<file path="config.mk">
export PLATFORM = sky130hd
export DESIGN_NAME = weekday_clock_core
export DESIGN_NICKNAME = d
export VERILOG_FILES = /design/src/rtl/clk_core_pkg.sv /design/src/rtl/bcd_pair_ctr.sv /design/src/rtl/weekday_ctr.sv /design/src/rtl/chime_fsm.sv /design/src/rtl/weekday_clock_core.sv
export SDC_FILE = /design/constraint.sdc
export NUM_CORES = 1
export LEC_CHECK = 0
export BUFFER_PORTS_ARGS = -buffer_cell sky130_fd_sc_hd__buf_4
export CAP_MARGIN = 20
export CELL_PAD_IN_SITES_DETAIL_PLACEMENT = 1
export CELL_PAD_IN_SITES_GLOBAL_PLACEMENT = 1
export CORE_MARGIN = 2
export CORE_UTILIZATION = 43
export DETAILED_ROUTE_END_ITERATION = 8
export GPL_TIMING_DRIVEN = 0
export PLACE_DENSITY = 0.88
export SYNTH_ARGS = -nofsm -noshare
export SYNTH_HDL_FRONTEND = slang
export SYNTH_SLANG_ARGS = --single-unit
</file>
<file path="constraint.sdc">
create_clock -name clk -period 4 [get_ports clk]
set_clock_uncertainty 0.15 [all_clocks]
set_input_delay 0.4 -clock clk [delete_from_list [all_inputs] [get_ports clk]]
set_output_delay 0.4 -clock clk [all_outputs]
set_load 0.01 [all_outputs]
</file>
<file path="src/rtl/clk_core_pkg.sv">
package clk_core_pkg;

    localparam int DIGIT_W = 4;

    typedef enum logic {
        CHIME_IDLE   = 1'b0,
        CHIME_ACTIVE = 1'b1
    } chime_state_e;

endpackage

</file>
<file path="src/rtl/bcd_pair_ctr.sv">
module bcd_pair_ctr #(
    parameter int DW       = 4,
    parameter int TENS_TOP = 5,
    parameter int ONES_TOP = 9
) (
    input  logic          clk,
    input  logic          rst,
    input  logic          nat_adv,
    input  logic          key_adv,
    output logic [DW-1:0] tens,
    output logic [DW-1:0] ones,
    output logic          carry_out
);
    localparam logic [DW-1:0] TENS_TOP_V = DW'(TENS_TOP);
    localparam logic [DW-1:0] ONES_TOP_V = DW'(ONES_TOP);
    localparam logic [DW-1:0] NINE_V     = DW'(9);
    localparam logic [DW-1:0] ONE_V      = DW'(1);

    logic at_top;
    logic step;

    assign at_top    = (tens == TENS_TOP_V) && (ones == ONES_TOP_V);
    assign step      = nat_adv | key_adv;
    assign carry_out = nat_adv & at_top;

    always_ff @(posedge clk) begin
        if (rst) begin
            tens <= '0;
            ones <= '0;
        end else if (step) begin
            if (at_top) begin
                tens <= '0;
                ones <= '0;
            end else if (ones == NINE_V) begin
                tens <= tens + ONE_V;
                ones <= '0;
            end else begin
                ones <= ones + ONE_V;
            end
        end
    end

    // tens digit bounded
    a_r9_tens_bound: assert property (@(posedge clk) disable iff (rst)
        tens <= TENS_TOP_V);

    // step at top value wraps to zero
    a_r6_wrap_zero: assert property (@(posedge clk) disable iff (rst)
        ((nat_adv || key_adv) && at_top) |=> (tens == '0 && ones == '0));

    // simultaneous key and natural step moves the units digit by one
    a_r7_single_step: assert property (@(posedge clk) disable iff (rst)
        (nat_adv && key_adv && !at_top && ones != NINE_V)
        |=> (ones == $past(ones) + ONE_V && tens == $past(tens)));

    // no step, no change
    a_r10_hold: assert property (@(posedge clk) disable iff (rst)
        (!nat_adv && !key_adv) |=> $stable({tens, ones}));

endmodule

</file>
<file path="src/rtl/weekday_ctr.sv">
module weekday_ctr #(
    parameter int DW        = 4,
    parameter int FIRST_DAY = 1,
    parameter int LAST_DAY  = 7
) (
    input  logic          clk,
    input  logic          rst,
    input  logic          nat_adv,
    input  logic          key_adv,
    output logic [DW-1:0] day
);
    localparam logic [DW-1:0] FIRST_V = DW'(FIRST_DAY);
    localparam logic [DW-1:0] LAST_V  = DW'(LAST_DAY);
    localparam logic [DW-1:0] ONE_V   = DW'(1);

    always_ff @(posedge clk) begin
        if (rst) begin
            day <= FIRST_V;
        end else if (nat_adv || key_adv) begin
            if (day == LAST_V) begin
                day <= FIRST_V;
            end else begin
                day <= day + ONE_V;
            end
        end
    end

    // weekday stays inside its range
    a_r5_in_range: assert property (@(posedge clk) disable iff (rst)
        (day >= FIRST_V) && (day <= LAST_V));

    // last day returns to the first
    a_r5_wrap_first: assert property (@(posedge clk) disable iff (rst)
        ((nat_adv || key_adv) && day == LAST_V) |=> (day == FIRST_V));

endmodule

</file>
<file path="src/rtl/chime_fsm.sv">
module chime_fsm
    import clk_core_pkg::*;
#(
    parameter int DW = 4
) (
    input  logic          clk,
    input  logic          rst,
    input  logic [DW-1:0] min_tens,
    input  logic [DW-1:0] min_ones,
    input  logic [DW-1:0] sec_tens,
    input  logic [DW-1:0] sec_ones,
    input  logic          blink_phase,
    output logic          chime_led
);
    localparam logic [DW-1:0] FIVE_V = DW'(5);
    localparam logic [DW-1:0] NINE_V = DW'(9);

    chime_state_e state_q;
    chime_state_e state_d;
    logic         arm_hit;
    logic         clear_hit;

    assign arm_hit   = (min_tens == FIVE_V) && (min_ones == NINE_V) &&
                       (sec_tens == FIVE_V) && (sec_ones == FIVE_V);
    assign clear_hit = (min_tens == '0) && (min_ones == '0) &&
                       (sec_tens == '0) && (sec_ones == '0);

    always_comb begin
        state_d = state_q;
        unique case (state_q)
            CHIME_IDLE:   if (arm_hit)   state_d = CHIME_ACTIVE;
            CHIME_ACTIVE: if (clear_hit) state_d = CHIME_IDLE;
        endcase
    end

    always_ff @(posedge clk) begin
        if (rst) begin
            state_q <= CHIME_IDLE;
        end else begin
            state_q <= state_d;
        end
    end

    always_comb begin
        unique case (state_q)
            CHIME_IDLE:   chime_led = 1'b0;
            CHIME_ACTIVE: chime_led = blink_phase;
        endcase
    end

    // ARM transition
    a_r8_arm: assert property (@(posedge clk) disable iff (rst)
        (state_q == CHIME_IDLE && arm_hit) |=> (state_q == CHIME_ACTIVE));

    // CLEAR transition
    a_r8_clear: assert property (@(posedge clk) disable iff (rst)
        (state_q == CHIME_ACTIVE && clear_hit) |=> (state_q == CHIME_IDLE));

    // idle keeps LED dark for the next cycle unless armed
    a_r8_dark: assert property (@(posedge clk) disable iff (rst)
        (state_q == CHIME_IDLE && !arm_hit) |=> !chime_led);

endmodule

</file>
<file path="src/rtl/weekday_clock_core.sv">
module weekday_clock_core
    import clk_core_pkg::*;
(
    input  logic       clk,
    input  logic       rst,
    input  logic       sec_tick,
    input  logic       blink_phase,
    input  logic       key_day_n,
    input  logic       key_hr_n,
    input  logic       key_min_n,
    input  logic       key_sec_n,
    output logic [3:0] sec_ones,
    output logic [3:0] sec_tens,
    output logic [3:0] min_ones,
    output logic [3:0] min_tens,
    output logic [3:0] hr_ones,
    output logic [3:0] hr_tens,
    output logic [3:0] weekday,
    output logic       chime_led
);
    logic sec_carry;
    logic min_carry;
    logic hr_carry;

    bcd_pair_ctr #(.DW(DIGIT_W), .TENS_TOP(5), .ONES_TOP(9)) u_sec (
        .clk       (clk),
        .rst       (rst),
        .nat_adv   (sec_tick),
        .key_adv   (!key_sec_n),
        .tens      (sec_tens),
        .ones      (sec_ones),
        .carry_out (sec_carry)
    );

    bcd_pair_ctr #(.DW(DIGIT_W), .TENS_TOP(5), .ONES_TOP(9)) u_min (
        .clk       (clk),
        .rst       (rst),
        .nat_adv   (sec_carry),
        .key_adv   (!key_min_n),
        .tens      (min_tens),
        .ones      (min_ones),
        .carry_out (min_carry)
    );

    bcd_pair_ctr #(.DW(DIGIT_W), .TENS_TOP(2), .ONES_TOP(3)) u_hr (
        .clk       (clk),
        .rst       (rst),
        .nat_adv   (min_carry),
        .key_adv   (!key_hr_n),
        .tens      (hr_tens),
        .ones      (hr_ones),
        .carry_out (hr_carry)
    );

    weekday_ctr #(.DW(DIGIT_W), .FIRST_DAY(1), .LAST_DAY(7)) u_day (
        .clk     (clk),
        .rst     (rst),
        .nat_adv (hr_carry),
        .key_adv (!key_day_n),
        .day     (weekday)
    );

    chime_fsm #(.DW(DIGIT_W)) u_chime (
        .clk         (clk),
        .rst         (rst),
        .min_tens    (min_tens),
        .min_ones    (min_ones),
        .sec_tens    (sec_tens),
        .sec_ones    (sec_ones),
        .blink_phase (blink_phase),
        .chime_led   (chime_led)
    );

    // a minute key alone never moves the hour field
    a_r6_min_key_no_carry: assert property (@(posedge clk) disable iff (rst)
        (!key_min_n && !sec_carry && key_hr_n) |=> $stable({hr_tens, hr_ones}));

    // reset state
    a_r1_reset_state: assert property (@(posedge clk)
        rst |=> (weekday == 4'd1 && hr_tens == 4'd0 && hr_ones == 4'd0 &&
                 min_tens == 4'd0 && min_ones == 4'd0 &&
                 sec_tens == 4'd0 && sec_ones == 4'd0 && !chime_led));

endmodule

</file>
* Word level (Yosys, flattened, before mapping) *
Index checks and enable logic that the tools add are counted.

cells by class
  add/sub/neg operators = 7
  bitwise logic cells = 7
  equality and inequality tests = 9
  reductions and logical operators = 23
  mux-type cells = 17

operator list
  kind                                                 number
  2-to-1 mux 4 bit                                     13
  adder 4 x 1 -> 4 bit, second input constant          7
  equality test 4 x 3 -> 1 bit, second input constant  4
  logical NOT 4 bit                                    4
  equality test 4 bit, second input constant           3
  equality test 4 x 2 -> 1 bit, second input constant  2
  logical AND 1 bit                                    8
  AND reduction 2 bit                                  3
  nonzero test 2 bit                                   3
  logical NOT 1 bit                                    4
  one-hot mux 1 bit (2 select lines)                   2
  AND 1 bit                                            3
  OR 1 bit                                             3
  2-to-1 mux 1 bit                                     2
  logical OR 1 bit                                     1
  NOT 1 bit                                            1

word-level totals
  logic and storage cells = 71
  register bits = 29
  output and inout bits = 29

* Longest topological paths before layout *
Gate-level depths: netlist (run 1).

  depth after elaboration = 6
  depth in mapped cells = 7

* Modules after synthesis *
A second synthesis (run 1) with hierarchy kept.

second synthesis, totals
  cell total of the unflattened synthesis = 179
  area, all modules = 1681.6 µm²

modules (own cells, without submodules)
  module                     instances  area an instance (µm²)  cells each
  bcd_pair_ctr at u_min ...  2          442.9                   46
  bcd_pair_ctr at u_hr       1          484.2                   49
  weekday_ctr                1          178.9                   21
  chime_fsm                  1          117.6                   13
  weekday_clock_core         1          15.0                    4

* Worst setup path after synthesis (run 1) *
No wires, ideal clock.

  path kind = register to register
  start point = register u_min.ones[0]
  end point = register u_day.day[3]
  buffers on the path = 0
  cell stages (with the launch flop) = 6
  path slack = 1.808 ns
  data required time = 3.727 ns
  setup time = 0.123 ns
  data arrival time = 1.919 ns
  cells stage by stage = dfxtp_1 -> ha_1 -> nand3b_4 -> or4_4 -> o31ai_2 -> mux2_1

between the ends
  longest elaborated chain between the ends = 5

RTL lines
  item                      line                text
  start: declaration        bcd_pair_ctr.sv:11  output logic [DW-1:0] ones,
  start signal: assignment  bcd_pair_ctr.sv:38  ones <= ones + ONE_V;
  equality test 4 bit       bcd_pair_ctr.sv:22  assign at_top = (tens == TENS_TOP_V) && (ones == ONES_TOP_V);
  logical AND 1 bit         bcd_pair_ctr.sv:22
  AND 1 bit (2 in series)   bcd_pair_ctr.sv:24  assign carry_out = nat_adv & at_top;
  logical OR 1 bit          weekday_ctr.sv:19   end else if (nat_adv || key_adv) begin
  end signal: assignment    weekday_ctr.sv:23   day <= day + ONE_V;
  end: declaration          weekday_ctr.sv:10   output logic [DW-1:0] day

Every way passes these cells.
A chain may end at the register's enable or synchronous reset.

* Final worst setup path (run 1) *
  start point = register u_sec.tens[1]
  end point = register u_day.day[3]

between the ends
  longest elaborated chain between the ends = 6

RTL lines
  item                          line                text
  start: declaration            bcd_pair_ctr.sv:10  output logic [DW-1:0] tens,
  start signal: assignment      bcd_pair_ctr.sv:35  tens <= tens + ONE_V;
  equality test 4 x 3 -> 1 bit  bcd_pair_ctr.sv:22
  logical AND 1 bit             bcd_pair_ctr.sv:22
  AND 1 bit (3 in series)       bcd_pair_ctr.sv:24
  logical OR 1 bit              weekday_ctr.sv:19

Every way passes these cells.

==> reports/metrics.cfg, run 1 <==
[logic_synthesis]
syn-instance-count=194
synth_top_cell_by_area=dfxtp_1
async_reset_ff_share_pct=0
synth.most_common_cell=dfxtp_1
yosysUniqueCellTypes=43
syn_nets=219
synth.ff_latch_count=29
yosysWarnings=0
synth_edf_count=0
synth.top_cells.by_area=dfxtp_1, ha_1, nor2_1
yosysSeqAreaShare_pct=34.6
synth_top_cell_area_share_pct=34.6
ys.flop_type=dfxtp_1
yosys-top-cells-count=dfxtp_1, ha_1, nor2_1
avgSynthCellArea_sq_um=8.65
netlist_area_sq_mm=0.00168

[clock_tree]
cts_resized=0
cts_hold_buf=0
clock_latency_ns=0.29
htreeDepth=2
clock_tree.root_cell=clkbuf_8
cts_max_path_buffers=2
cts-buffers-inserted=5
clk_pin_slew_ns=0.07
tritoncts=built
numClockSinks=29
postCtsSetupBuffers=0

[sta]
max_freq_mhz=433
hold_ws_ns=0.281
maxSlewViolCount=0
setup_slack_ns=1.69
timing.setup.tns_ns=0
rsz0062_at_grt=no
worstMarginPinSlew_ns=0.591
post-route-min-period_ns=2.31
slew_headroom_pct=60.2
period_share_pct=57.7
hold_viol=0
setup_violations=0

[critical_path]
worst_path_max_delay_cell=or4_4
crit_family=simple AND/OR/NAND/NOR gates
r2r-end=u_day.day[3]$_SDFFE_PP0P_
r2r_slack_ns=1.69
critPathArrivalTime_ns=2.33
worstReg2RegStart=u_sec.tens[1]$_SDFFE_PP0P_
critPathMaxFanout=9
required_ns=4.02
crit_chain=inv_1 -> ha_1 -> nand3b_2 -> or4_4 -> o31ai_2 -> mux2_1
r2r_cells=6
worstSetupPathType=reg2reg
crit_buf_inv=1
cp-end-kind=register
max_stage_delay_ns=0.57
cp-start-kind=register

[place]
pre_cts_ws_ns=1.70
port_buffers=36
place_area_sq_mm=0.00201
dp_hpwl_mm=3.18
place_inst=278
gp_congestion=0.804

[floorplanning]
coreArea_sq_mm=0.00372
die-area_sq_mm=0.00442
die_h_um=66.5
die_x_um=66.5
num_rows=22
ios=37
start_util_pct=45.2

[pwr]
switching_share_pct=24.6
p_leak_nw=0.883
p_per_area_mw_per_mm2=341
power_switching_uw=178
finalPower_uw=724
worst_ir_drop_vdd_uv=179
share_seq_of_total_power_pct=43.8
p_clk_share_pct=43.9
p_comb_share_pct=12.3
p_int_uw=546

[global_routing]
grt_pass1_wl_mm=7.39
overflow=0
grt_max_degree=11
grt_pass1_vias=1548
grt.total_usage_pct=22.3
antenna_found_initial=0

[layout]
nNetsFinal=262
layout.cells.non_filler=286
antenna_cells=0
layout-drive-gt1-share_pct=21.8
seq_area_sq_um=581
multiInputGateArea_sq_mm=0.00104
fillers=469
post-route-cell-area_sq_mm=0.00212
area_delta_synth_final_pct=26.6
post-route-util_pct=57.2

[detailed_routing]
detail_route.first_pass.iterations=4
via_per_inst=5.54
wl_mm=4.33
vias=1585
detail_route.wl_per_cell_um=15.1
remaining_drc_errors=0
drt_iter0_markers=49
antenna_left=0

[min_path]
hp-start=key_day_n
min_path_cells=3
whs_endpoint=u_day.day[2]$_SDFFE_PP0P_
hp-class=in2reg

[outcome]
outcome=finished, final reports clean

[job]
cap_violations=0

[area by class of cell]
class | instances | share of cell area [%]
Multi-Input combinational cell | 149 | 48.8
Sequential cell | 29 | 27.3
Timing Repair Buffer | 36 | 12.7
Clock buffer | 7 | 4.06
Tap cell | 48 | 2.83
Inverter | 13 | 2.30
Clock inverter | 1 | 1.41
Buffer | 3 | 0.530
[per-layer routing]
| metal | GRT usage, % | up-vias | share of wire [%] |
|---|---|---|---|
| met1 | 26.5 | 756 | 44 |
| met4 | 9.44 | 0 | 2.3 |
| met5 | 0 | - | 0 |
| met2 | 38.3 | 29 | 50 |
| met3 | 5.07 | 11 | 3.2 |
| li1 | - | 789 | - |
[state kept, by name, summed over array words and instances, names as in the netlist]
register,count
u_day.day,4
u_sec.tens,4
u_hr.tens,4
u_min.tens,4
u_chime.state_q,1
u_sec.ones,4
u_hr.ones,4
u_min.ones,4
[kinds of logic after synthesis]
logic type | Yosys count | synth area share (%)
XOR/XNOR | 5 | 2.61
adder cells (fa/ha/maj) | 17 | 12.7
multiplexers | 6 | 3.73
flip-flops | 29 | 34.6
AO/OA/AOI/OAI | 41 | 16.0
AND/OR/NAND/NOR | 80 | 26.8
buffers and inverters | 16 | 3.58
[layout by cell type, fill, tap and decap left out, types with 2 or more instances in the layout]
master	instances
buf_4	36
dfxtp_1	29
nor2_1	17
ha_1	17
inv_1	13
o21ai_0	12
a21oi_1	12
nand2_1	12
or3_1	8
nand3_1	8
nand4_1	6
nor3_1	6
clkbuf_8	6
clkbuf_1	4
nand3b_1	4
mux2i_1	4
nor4_1	4
nand2b_1	3
xnor2_1	3
a31oi_1	3
nand3b_2	2
nor2b_1	2
xor2_1	2
o21a_1	2
a311oi_1	2
[how the worst max path moves through the flow]
stage | cells past startpoint | slack (ns) | startpoint | end
finish | 6 | 1.69 | u_sec.tens[1]$_SDFFE_PP0P_ | u_day.day[3]$_SDFFE_PP0P_
global route | 6 | 1.50 | u_sec.ones[0]$_SDFFE_PP0P_ | u_min.ones[2]$_SDFFE_PP0P_
CTS | 6 | 1.68 | u_sec.tens[1]$_SDFFE_PP0P_ | u_day.day[3]$_SDFFE_PP0P_
detailed placement | 6 | 1.70 | u_sec.tens[1]$_SDFFE_PP0P_ | u_day.day[3]$_SDFFE_PP0P_
global placement | 5 | 1.75 | u_sec.tens[0]$_SDFFE_PP0P_ | u_day.day[3]$_SDFFE_PP0P_
floorplan | 5 | 1.81 | u_min.ones[0]$_SDFFE_PP0P_ | u_day.day[3]$_SDFFE_PP0P_
[worst reg2reg max path, delay by kind of cell, from the launching register on]
kind | cells | cell delay, ns
compound gates | 1 | 0.27
fa+ha+maj | 1 | 0.20
buf+inv | 1 | 0.11
flops | 1 | 0.34
mux | 1 | 0.34
simple gates | 2 | 0.78
[power by group through the flow]
stage / combinational (mW) / sequential (mW) / clock [mW]
2_1_floorplan: 0.0464 / 0.325 / 0
3_3_place_gp: 0.0853 / 0.323 / 0
3_5_place_dp: 0.0894 / 0.323 / 0
4_1_cts: 0.0900 / 0.317 / 0.324
5_1_grt: 0.0996 / 0.319 / 0.338
6_report: 0.0890 / 0.317 / 0.318
Note: power is estimated with default switching activity, not from simulation.
==> inputs of run 2 (changes only) <==
- CORE_UTILIZATION: 43 -> 40
- PLACE_DENSITY: 0.88 -> 0.83
- clock period: 4 -> 2.3 ns (I/O delays scaled with it)
==> run 2 against run 1 <==
Flip-flop and latch count is the same. Combinational power grew 89%. Non-clock buffer count increased by 8. Worst hold slack lost 0.18 ns. Die area up 7.0%. Global-route usage is 1.1 points lower. Clock power up 32%. Core utilization is 2.8 points lower. Via count increased by 4.0%. Critical endpoint is now u_hr.ones[3]$_SDFFE_PP0P_. Power is 58% higher. Final area rose by 3.2%. First-iteration DRC count increased by 24%.
==> reports/metrics.cfg, run 2 (synthesized netlist as in run 1, its figures left out) <==
[job]
cap_violations=0

[pwr]
share_seq_of_total_power_pct=48.5
p_comb_share_pct=14.7
worst_ir_drop_vdd_uv=355
finalPower_mw=1.14
p_leak_nw=0.937
power_switching_uw=321
switching_share_pct=28.1
p_int_uw=821
p_clk_share_pct=36.7
p_per_area_mw_per_mm2=521

[detailed_routing]
detail_route.wl_per_cell_um=15.9
via_per_inst=5.57
drt_iter0_markers=61
antenna_left=0
wl_mm=4.70
vias=1648
detail_route.first_pass.iterations=4
remaining_drc_errors=0

[global_routing]
grt_pass1_vias=1580
antenna_found_initial=0
grt.total_usage_pct=21.1
overflow=0
grt_max_degree=11
grt_pass1_wl_mm=7.42

[clock_tree]
cts_max_path_buffers=2
clock_tree.root_cell=clkbuf_8
cts-buffers-inserted=5
clock_latency_ns=0.29
clk_pin_slew_ns=0.07
htreeDepth=2
tritoncts=built
cts_hold_buf=0
numClockSinks=29

[floorplanning]
start_util_pct=41.6
ios=37
die-area_sq_mm=0.00473
coreArea_sq_mm=0.00403
die_h_um=68.8
num_rows=23
die_x_um=68.8

[layout]
layout.cells.non_filler=296
final_cell_mix=buf_4, dfxtp_1, nor2_1
post-route-cell-area_sq_mm=0.00219
layout-drive-gt1-share_pct=27.2
area_delta_synth_final_pct=30.6
fillers=498
final_common_cell=buf_4
nNetsFinal=270
antenna_cells=0
post-route-util_pct=54.4

[place]
place_inst=280
dp_hpwl_mm=3.29
place_area_sq_mm=0.00201
port_buffers=36
gp_congestion=0.758

[critical_path]
required_ns=2.38
cp-end-kind=register
critPathArrivalTime_ns=2.32
worstSetupPathType=reg2reg
cp-start-kind=register
critPathMaxFanout=5

[sta]
maxSlewViolCount=0
slew_headroom_pct=61.2
post-route-min-period_ns=2.24
setup_violations=0
max_freq_mhz=446
worstMarginPinSlew_ns=0.576
period_share_pct=97.6
timing.setup.tns_ns=0
hold_viol=0

[outcome]
outcome=finished, final reports clean

[min_path]
hp-class=in2reg

==> run 2: worst paths after layout <==
check,startpoint,end,slack (ns),cells past startpoint
setup / recovery,u_sec.ones[1]$_SDFFE_PP0P_,u_hr.ones[3]$_SDFFE_PP0P_,0.06,8
hold / removal,key_day_n,u_day.day[2]$_SDFFE_PP0P_,0.10,3
setup reg to reg,u_sec.ones[1]$_SDFFE_PP0P_,u_hr.ones[3]$_SDFFE_PP0P_,0.06,8
hold reg to reg,u_hr.tens[3]$_SDFFE_PP0P_,u_hr.tens[3]$_SDFFE_PP0P_,0.36,2
==> run 2: power groups by stage <==
stage	registers, mW	logic [mW]	clock network (mW)
after floorplan	0.565	0.0807	0
after global placement	0.561	0.148	0
after detailed placement	0.563	0.154	0
after CTS	0.552	0.159	0.433
after global routing	0.558	0.189	0.455
final	0.554	0.168	0.420
==> run 2: critical path, cell delays in order (launching register included) <==
cell      delay [ns]
dfxtp_2         0.35
inv_2           0.08
ha_4            0.13
nand4b_1        0.21
buf_4           0.22
o41a_1          0.41
buf_4           0.16
or3_1           0.34
a21oi_1         0.14
==> run 2: final cells by class <==
cell class                 instances  area, sq um  area share (%)
timing repair buffer              44          328            15.0
multi-input combinational        149         1080            49.1
inverter                          13         48.8            2.23
buffer                             3         11.3           0.514
tap                               50         62.6            2.85
sequential                        29          586            26.7
clock buffer                       8         80.1            3.65
==> run 2: repair_timing <==
item | 4_1_cts | 5_1_grt
setup buffers | 1 | 7
gates resized for setup | 5 | 9
setup endpoints to repair | 5 | 12
pin swaps | 2 | 4
==> run 2: layer usage <==
metal,up-vias,global-route usage (%),wire length [um]
met5,-,0,0
met4,0,7.11,60
met3,7,6.17,183
met2,33,35.8,2320
met1,797,25.5,2130
li1,811,-,-
==> run 2: metrics by stage <==
stage	hold WS, ns	worst slack [ns]
2_1_floorplan	0.250	0.108
3_3_place_gp	0.342	0.0305
3_5_place_dp	0.353	-0.0297
4_1_cts	0.0946	0.00157
5_1_grt	0.123	-0.0578
6_report	0.105	0.0561
==> inputs of run 3 (changes only) <==
- BUFFER_PORTS_ARGS: -buffer_cell sky130_fd_sc_hd__buf_4 -> -buffer_cell sky130_fd_sc_hd__buf_2
- PLACE_DENSITY: 0.83 -> 0.82
- SYNTH_HIERARCHICAL: not set -> 1
==> run 3 against run 2 <==
Area after synthesis grew 0.22%. Critical path depth up 1. Final area decreased by 5.0%. Maximum frequency rose by 1.5%. Routed wire length fell by 8.9%. Sequential share of layout area up 1.7 points. Final cell count fell by 6.8%. Clock power fell by 4%. Critical path type unchanged. Largest power group unchanged. Highest routed layer unchanged.
==> reports/metrics.cfg, run 3 <==
[floorplanning]
die_x_um=68.8
ios=37
start_util_pct=41.7
die_h_um=68.8
num_rows=23
coreArea_sq_mm=0.00403
die-area_sq_mm=0.00474

[logic_synthesis]
yosysSeqAreaShare_pct=34.5
yosysWarnings=6
synth.most_common_cell=dfxtp_1
ys.flop_type=dfxtp_1
async_reset_ff_share_pct=0
netlist_area_sq_mm=0.00168
avgSynthCellArea_sq_um=9.39
yosys-top-cells-count=dfxtp_1, inv_1, ha_1, nor2_1
synth_edf_count=0
yosysUniqueCellTypes=50
synth.top_cells.by_area=dfxtp_1, ha_1, inv_1
synth_top_cell_by_area=dfxtp_1
syn_nets=200
syn-instance-count=179
synth_top_cell_area_share_pct=34.5
synth.ff_latch_count=29

[critical_path]
cp-end-kind=register
worstSetupPathType=reg2reg
worstReg2RegStart=u_sec/ones[1]$_SDFFE_PP0P_
r2r_slack_ns=0.09
critPathArrivalTime_ns=2.27
cp-start-kind=register
r2r-end=u_day/day[3]$_SDFFE_PP0P_
critPathMaxFanout=6
r2r_cells=9
required_ns=2.36

[job]
cap_violations=0

[clock_tree]
cts_max_path_buffers=2
cts-buffers-inserted=5
htreeDepth=2
clock_latency_ns=0.28
clock_tree.root_cell=clkbuf_8
clk_pin_slew_ns=0.06
tritoncts=built
cts_hold_buf=0
numClockSinks=29

[sta]
max_freq_mhz=453
hold_ws_ns=0.226
worstMarginPinSlew_ns=0.510
setup_violations=0
maxSlewViolCount=0
timing.setup.tns_ns=0
period_share_pct=96.1
post-route-min-period_ns=2.21
hold_viol=0
rsz0062_at_grt=no
slew_headroom_pct=66.0

[detailed_routing]
vias=1570
detail_route.first_pass.iterations=4
antenna_left=0
drt_iter0_markers=42
wl_mm=4.28
via_per_inst=5.69
remaining_drc_errors=0
detail_route.wl_per_cell_um=15.5

[place]
place_area_sq_mm=0.00193
port_buffers=36
dp_hpwl_mm=3.09
gp_congestion=0.864
place_inst=265

[layout]
antenna_cells=0
area_delta_synth_final_pct=23.9
post-route-util_pct=51.7
fillers=501
nNetsFinal=246
layout.cells.non_filler=276
final_cell_mix=buf_2, dfxtp_1, inv_1
final_common_cell=buf_2
layout-drive-gt1-share_pct=32.3
post-route-cell-area_sq_mm=0.00208

[global_routing]
grt_pass1_wl_mm=6.98
grt_max_degree=28
grt.total_usage_pct=20.1
overflow=0
antenna_found_initial=0
grt_pass1_vias=1477

[outcome]
outcome=finished, final reports clean

[pwr]
p_per_area_mw_per_mm2=521
switching_share_pct=27.2
power_switching_uw=296
worst_ir_drop_vdd_uv=303
p_comb_share_pct=12.0
p_leak_nw=0.951
share_seq_of_total_power_pct=50.8
p_clk_share_pct=37.1
p_int_uw=790

[min_path]
hp-class=in2reg
min_path_cells=4
hp-start=key_day_n
whs_endpoint=u_day/day[1]$_SDFFE_PP0P_

==> run 3: cell types whose count changed after synthesis, sizes merged, moves of 4 or more <==
cell	before	now
nand4	6	2
mux2i	4	0
and3b	1	5
nor2	17	13
ha	17	13
nand3	8	4
a21oi	12	8
nand2	12	2
==> run 3: stage by stage <==
| stage | power [mW] | setup slack, ns |
|---|---|---|
| 4_1_cts | 1.09 | 0.0210 |
| 5_1_grt | 1.16 | 0.00147 |
| 3_5_place_dp | 0.687 | -0.252 |
| 6_report | 1.09 | 0.0902 |
| 3_3_place_gp | 0.680 | -0.191 |
| 2_1_floorplan | 0.633 | -0.0170 |
==> run 3: power groups by stage <==
stage          clock, mW  sequential [mW]  combinational, mW
6_report           0.403            0.552              0.131
5_1_grt            0.451            0.556              0.148
4_1_cts            0.418            0.551              0.125
3_5_place_dp           0            0.562              0.125
3_3_place_gp           0            0.561              0.119
2_1_floorplan          0            0.563             0.0696
==> run 3: cell families (layout without fill, tap and decap cells) <==
family | count (synthesis) | after routing | share of synthesized area (%)
compound gates | 46 | 46 | 21.7
xor+xnor | 7 | 7 | 3.65
fa+ha+maj | 13 | 13 | 9.67
buf+inv | 19 | 66 | 4.69
flops | 29 | 29 | 34.5
mux | 1 | 1 | 0.670
simple gates | 64 | 64 | 25.1
==> run 3: what timing repair did <==
item	CTS	global route
setup endpoints to repair	8	6
gates resized for setup	10	8
pin swaps	2	0
buffers inserted	2	2
==> run 3: critical path, stage by stage (launching register included) <==
cell and delay, ns:
dfxtp_2 0.36, inv_1 0.09, ha_4 0.15, and3b_2 0.20, and3_4 0.19, and3_4 0.20, and4_4 0.22, o2111ai_1 0.12
or3_1 0.34, a21oi_2 0.12
==> run 3: how the worst max path moves through the flow <==
| stage | from | end | slack [ns] | cells past startpoint |
|---|---|---|---|---|
| final | u_sec/ones[1]$_SDFFE_PP0P_ | u_day/day[3]$_SDFFE_PP0P_ | 0.09 | 9 |
| after global placement | u_sec/tens[0]$_SDFFE_PP0P_ | u_hr/tens[2]$_SDFFE_PP0P_ | -0.19 | 8 |
| after global routing | u_sec/ones[1]$_SDFFE_PP0P_ | u_min/ones[1]$_SDFFE_PP0P_ | 0.001 | 8 |
| after floorplan | u_sec/ones[1]$_SDFFE_PP0P_ | u_hr/tens[2]$_SDFFE_PP0P_ | -0.02 | 9 |
| after CTS | u_sec/ones[1]$_SDFFE_PP0P_ | u_min/ones[1]$_SDFFE_PP0P_ | 0.02 | 8 |
| after detailed placement | u_sec/tens[0]$_SDFFE_PP0P_ | u_hr/tens[2]$_SDFFE_PP0P_ | -0.25 | 8 |
==> run 3: final cells by class <==
cell class,instances,area [sq um],share of cell area [%]
Inverter,14,52.6,2.52
Sequential cell,29,592,28.4
Tap cell,50,62.6,3.00
Buffer,4,22.5,1.08
Timing Repair Buffer,40,210,10.1
Clock buffer,6,72.6,3.48
Multi-Input combinational cell,131,1060,50.9
Clock inverter,2,10.0,0.480
==> run 3: per-layer routing <==
layer / vias up / wire (um) / global-route usage, %
met5: - / 0 / 0
met4: 0 / 74 / 7.84
met3: 9 / 178 / 6.33
met2: 37 / 2060 / 31.7
met1: 746 / 1970 / 25.5
li1: 778 / - / -
